File: config.mk
export PLATFORM = sky130hd
export DESIGN_NAME = seq_restoring_divider
export DESIGN_NICKNAME = d
export VERILOG_FILES = /design/src/rtl/div_pkg.sv /design/src/rtl/div_operand_prep.sv /design/src/rtl/div_restore_step.sv /design/src/rtl/div_result_fix.sv /design/src/rtl/seq_restoring_divider.sv
export SDC_FILE = /design/constraint.sdc
export NUM_CORES = 1
export LEC_CHECK = 0
export BUFFER_PORTS_ARGS = -buffer_cell sky130_fd_sc_hd__buf_2
export CORE_ASPECT_RATIO = 1.1
export CORE_MARGIN = 2
export CORE_UTILIZATION = 59
export DETAILED_ROUTE_END_ITERATION = 10
export GPL_TIMING_DRIVEN = 0
export PLACE_DENSITY = 0.86
export RECOVER_POWER = 50
export SKIP_LAST_GASP = 1
export SYNTH_ARGS = -nofsm -noshare
export SYNTH_HDL_FRONTEND = slang
export SYNTH_SLANG_ARGS = --single-unit
File: constraint.sdc
create_clock -name clk -period 3.1 [get_ports clk]
set_clock_uncertainty 0.05 [all_clocks]
set_input_delay 0.465 -clock clk [delete_from_list [all_inputs] [get_ports clk]]
set_output_delay 0.465 -clock clk [all_outputs]
set_load 0.03 [all_outputs]
File: src/rtl/div_pkg.sv
package div_pkg;

    typedef enum logic [1:0] {
        ST_IDLE = 2'd0,
        ST_RUN  = 2'd1,
        ST_FIN  = 2'd2
    } div_state_e;

    typedef struct packed {
        logic quo_neg;
        logic rem_neg;
    } sign_rec_t;

    // The remainder follows the dividend; the quotient is negative when the signs differ.
    function automatic sign_rec_t derive_signs(input logic mode,
                                               input logic a_msb,
                                               input logic b_msb);
        sign_rec_t s;
        s.rem_neg = mode & a_msb;
        s.quo_neg = mode & (a_msb ^ b_msb);
        return s;
    endfunction

endpackage

File: src/rtl/div_operand_prep.sv
module div_operand_prep
    import div_pkg::*;
#(
    parameter int W = 32
) (
    input  logic            signed_mode,
    input  logic [W-1:0]    dividend,
    input  logic [W-1:0]    divisor,
    output logic [W-1:0]    mag_a,
    output logic [W-1:0]    mag_b,
    output sign_rec_t       signs
);

    logic neg_a;
    logic neg_b;

    always_comb begin
        neg_a = signed_mode & dividend[W-1];
        neg_b = signed_mode & divisor[W-1];
        // The most negative value negates to itself, which is its correct magnitude unsigned.
        mag_a = neg_a ? -dividend : dividend;
        mag_b = neg_b ? -divisor  : divisor;
        signs = derive_signs(signed_mode, dividend[W-1], divisor[W-1]);
    end

endmodule

File: src/rtl/div_restore_step.sv
module div_restore_step #(
    parameter int W = 32,
    localparam int AW = 2*W + 1
) (
    input  logic [AW-1:0] acc,
    input  logic [W-1:0]  dvs,
    output logic [AW-1:0] acc_next,
    output logic          spill
);

    logic [W:0]   hi;
    logic [W+1:0] diff;
    logic         take;
    logic [W:0]   new_hi;

    always_comb begin
        hi     = acc[2*W:W];
        diff   = {1'b0, hi} - {2'b00, dvs};
        take   = ~diff[W+1];
        new_hi = take ? diff[W:0] : hi;
        // Shift the whole accumulator left, feeding the new quotient bit in at the bottom.
        acc_next = {new_hi[W-1:0], acc[W-1:0], take};
        spill    = new_hi[W];
    end

endmodule

File: src/rtl/div_result_fix.sv
module div_result_fix
    import div_pkg::*;
#(
    parameter int W = 32
) (
    input  logic [W-1:0] rem_part,
    input  logic [W-1:0] quo_part,
    input  sign_rec_t    signs,
    output logic [W-1:0] quo,
    output logic [W-1:0] rem
);

    always_comb begin
        quo = signs.quo_neg ? -quo_part : quo_part;
        rem = signs.rem_neg ? -rem_part : rem_part;
    end

endmodule

File: src/rtl/seq_restoring_divider.sv
module seq_restoring_divider
    import div_pkg::*;
#(
    parameter int W = 32
) (
    input  logic         clk,
    input  logic         rst,
    input  logic         start,
    input  logic         signed_mode,
    input  logic [W-1:0] dividend,
    input  logic [W-1:0] divisor,
    output logic [W-1:0] quotient,
    output logic [W-1:0] remainder,
    output logic         done,
    output logic         div_by_zero
);

    localparam int AW = 2*W + 1;
    localparam int CW = (W > 1) ? $clog2(W) : 1;
    localparam logic [CW-1:0] LAST = CW'(W - 1);

    div_state_e     state;
    logic [AW-1:0]  acc;
    logic [W-1:0]   dvs_q;
    sign_rec_t      signs_q;
    logic [CW-1:0]  cnt;
    logic           busy;

    logic [W-1:0]   mag_a;
    logic [W-1:0]   mag_b;
    sign_rec_t      signs_in;
    logic [AW-1:0]  acc_next;
    logic           step_spill;
    logic [W-1:0]   fix_quo;
    logic [W-1:0]   fix_rem;

    assign busy = (state != ST_IDLE);

    div_operand_prep #(.W(W)) u_prep (
        .signed_mode (signed_mode),
        .dividend    (dividend),
        .divisor     (divisor),
        .mag_a       (mag_a),
        .mag_b       (mag_b),
        .signs       (signs_in)
    );

    div_restore_step #(.W(W)) u_step (
        .acc      (acc),
        .dvs      (dvs_q),
        .acc_next (acc_next),
        .spill    (step_spill)
    );

    // The upper part holds twice the remainder, so dropping its lowest bit halves it.
    div_result_fix #(.W(W)) u_fix (
        .rem_part (acc[2*W:W+1]),
        .quo_part (acc[W-1:0]),
        .signs    (signs_q),
        .quo      (fix_quo),
        .rem      (fix_rem)
    );

    always_ff @(posedge clk) begin
        if (rst) begin
            state       <= ST_IDLE;
            acc         <= '0;
            dvs_q       <= '0;
            signs_q     <= '0;
            cnt         <= '0;
            quotient    <= '0;
            remainder   <= '0;
            done        <= 1'b0;
            div_by_zero <= 1'b0;
        end else begin
            done <= 1'b0;
            case (state)
                ST_IDLE: begin
                    if (start) begin
                        if (divisor == '0) begin
                            quotient    <= '1;
                            remainder   <= dividend;
                            div_by_zero <= 1'b1;
                            done        <= 1'b1;
                        end else begin
                            // Load the magnitude, already shifted left by one place.
                            acc     <= {{W{1'b0}}, mag_a, 1'b0};
                            dvs_q   <= mag_b;
                            signs_q <= signs_in;
                            cnt     <= '0;
                            state   <= ST_RUN;
                        end
                    end
                end
                ST_RUN: begin
                    acc <= acc_next;
                    cnt <= cnt + 1'b1;
                    if (cnt == LAST) begin
                        state <= ST_FIN;
                    end
                end
                ST_FIN: begin
                    quotient    <= fix_quo;
                    remainder   <= fix_rem;
                    div_by_zero <= 1'b0;
                    done        <= 1'b1;
                    state       <= ST_IDLE;
                end
                default: begin
                    state <= ST_IDLE;
                end
            endcase
        end
    end

endmodule

==> flow_metrics.tcl <==
set metrics [dict create \
    multiInputGateArea_um2 6920 \
    layout_common_cells "170 x dfxtp_1, 165 x nand2_1, 156 x nor2_1" \
    crit_buf_inv 2 \
    clkLatencyLatePin_ns 0.44 \
    wirelength_um 32300 \
    netlist_instances 1386 \
    via_count 11028 \
    grt_max_degree 18 \
    path_delay_family "compound AO/OA/AOI/OAI gates" \
    clkSinkCount 172 \
    synth_ff_type "dfxtp_1" \
    period_share_pct 97.7 \
    fp.dieH_um 146 \
    cpMaxStageDelayCell "dfxtp_1" \
    globalRouteTotalUtil_pct 31.8 \
    fin_area_um2 12600 \
    path_common_cell "o21ai_0" \
    fin_tns_setup_ns 0 \
    post_dp_cell_area_um2 11900 \
    avgViaCountPerCell 6.12 \
    period_minus_slack_ns 3.03 \
    ys_seq_area_share_pct 31.6 \
    finalHoldViolCount 0 \
    drtAntennaViolNets 0 \
    drive_above_1_share_pct 11.6 \
    grt_pass1_wl_um 50000 \
    gp_congestion 0.968 \
    fill_cells 1529 \
    clockBufferDepth 2 \
    ys_warn_count 0 \
    grt_overflow 0 \
    cts_root_buffer "clkbuf_16" \
    worstPathRequired_ns 3.38 \
    fp-row-count 52 \
    ys_async_sr_fraction_pct 0 \
    critPathMaxFanout 10 \
    drv_slew 0 \
    initial_core_util_pct 59.7 \
    critical_path_class "reg -> reg" \
    tightest_slew_ns 0.817 \
    drtPass1Iterations 9 \
    ys_seq_elements 172 \
    syn_nets 1493 \
    cap_violations 0 \
    syn_area_um2 10900 \
    hpwl_um 24700 \
    numPortBuffers 133 \
    max_freq_mhz 330 \
    diodes 0 \
    r2r_slack_ns 0.07 \
    nets 1652 \
    p_leak_uw 0.00484 \
    register_area_um2 3450 \
    dieArea_um2 19600 \
    drc 0 \
    power_density_nw_per_um2 981 \
    path_cells "ha_1 -> clkbuf_1 -> a21oi_2 -> o21a_1 -> o21ai_0 -> a221o_1 -> nor2_4 -> clkbuf_4 -> o21ai_0 -> a22o_1" \
    first_iter_violations 925 \
    path_clk_slew_ns 0.07 \
    core_um2 18200 \
    fp.dieW_um 134 \
    synth_edf_count 0 \
    wl_per_cell_um 17.9 \
    ys_types 70 \
    grt_pass1_vias 10333 \
    slew_headroom_pct 45.5 \
    ir_drop_v 0.000567 \
    critPathMaxStageDelay_ns 0.46 \
    whs_ns 0.253 \
    start_kind "flip-flop" \
    cts_buffers 17 \
    area_delta_synth_final_pct 15.4 \
    antenna_found_initial 0 \
    cp_data_arrival_time_ns 3.31 \
    end_kind "flip-flop" \
    cts_tree "done" \
    ios 134 \
    outcome "complete, no violations" \
    avgSynthCellArea_um2 7.85 \
    hold_class "in -> reg" \
    final-setup-viol-count 0 \
    cts_max_level 4 \
    layout_commonest_cell "dfxtp_1" \
    postLayoutCoreUtil_pct 68.9 \
]
-- cell type report --
type	instances	area share [%]
Timing Repair Buffer	142	5.17
Buffer	91	3.51
Multi-Input combinational cell	1068	55.1
Tap cell	243	2.42
Sequential cell	172	27.4
Clock inverter	14	1.38
Clock buffer	18	3.42
Inverter	53	1.58
-- cell usage after synthesis, types with 9 or more instances --
library cell	count	area share (%)
dfxtp_1	172	32
nand2_1	165	5.7
nor2_1	158	5.4
xor2_1	73	5.9
xnor2_1	70	5.6
clkbuf_1	67	2.3
a21oi_1	65	3.0
o21ai_0	65	3.0
inv_1	53	1.8
a211oi_1	42	2.9
ha_1	38	4.4
nand3_1	33	1.5
o31ai_1	33	2.3
a22oi_1	31	2.1
a311oi_1	29	2.3
nor3_1	26	1.2
a221oi_1	19	1.5
o21ai_1	15	0.69
a31oi_1	14	0.80
nor4_1	14	0.80
o211ai_1	13	0.90
nand2b_1	12	0.69
buf_2	11	0.51
or4_1	11	0.76
a21o_1	10	0.69
o21ai_2	10	0.80
o41ai_1	10	0.80
a222oi_1	9	0.83
a22o_1	9	0.72
mux2i_1	9	0.83
-- flip-flops by register name (all words and copies together) (netlist names) --
name / flops
remainder: 32
signs_q: 2
div_by_zero: 1
done: 1
acc: 65
state: 2
cnt: 5
dvs_q: 32
quotient: 32
-- kinds of logic after synthesis --
group / after synthesis / synth area share (%)
and+or+nand+nor: 474 / 19.9
muxes: 9 / 0.828
DFF: 172 / 31.6
buffers and inverters: 146 / 5.89
xor gates and xnor gates: 143 / 11.5
adders and majority gates: 39 / 4.55
AOI/OAI and AO/OA: 403 / 25.7
-- through the flow --
step / power [uW] / std cells / setup slack [ns]
after floorplan: 7680 / 1386 / 0.226
after global placement: 9160 / 1762 / -0.474
after detailed placement: 9240 / 1762 / -0.507
after CTS: 11600 / 1795 / 0.0153
after global routing: 13000 / 1801 / -0.0269
final: 12300 / 1801 / 0.0723
-- worst paths after layout --
check / start / end / depth (start not counted)
min reg2reg: dvs_q[31]$_SDFFE_PP0P_ / dvs_q[31]$_SDFFE_PP0P_ / 2
max reg2reg: acc[58]$_SDFFE_PP0P_ / acc[33]$_SDFFE_PP0P_ / 10
max: acc[58]$_SDFFE_PP0P_ / acc[33]$_SDFFE_PP0P_ / 10
min: divisor[0] / dvs_q[0]$_SDFFE_PP0P_ / 3
-- layer usage --
layer | vias to the layer above | GRT usage [%] | wire (um)
met5 | - | 0 | 0
met4 | 0 | 16.5 | 1330
met3 | 101 | 4.72 | 2580
met2 | 574 | 56.1 | 15800
met1 | 5012 | 37.1 | 12600
li1 | 5341 | - | -
-- what timing repair did --
item | in CTS | in global routing
buffers inserted | 1 | 8
hold buffers | 0 | 0
gates cloned | 0 | 0
endpoints found under the setup margin | 30 | 67
endpoints found under the hold margin | 0 | 0
pin swaps | 1 | 8
resized for setup | 9 | 30
-- tightest hold or removal path, delay by kind of cell --
kind / cells / cell delay [ns]
compound gates: 1 / 0.05
buf+inv: 1 / 0.12
simple gates: 1 / 0.05
-- power breakdown --
group / internal (uW) / switching (uW) / total (uW) / leakage, uW
Combinational: 2840 / 4340 / 7180 / 0.00315
Sequential: 2470 / 450 / 2920 / 0.00140
Clock: 1220 / 993 / 2220 / 0.000294
Note: power is estimated with default switching activity, not from simulation.
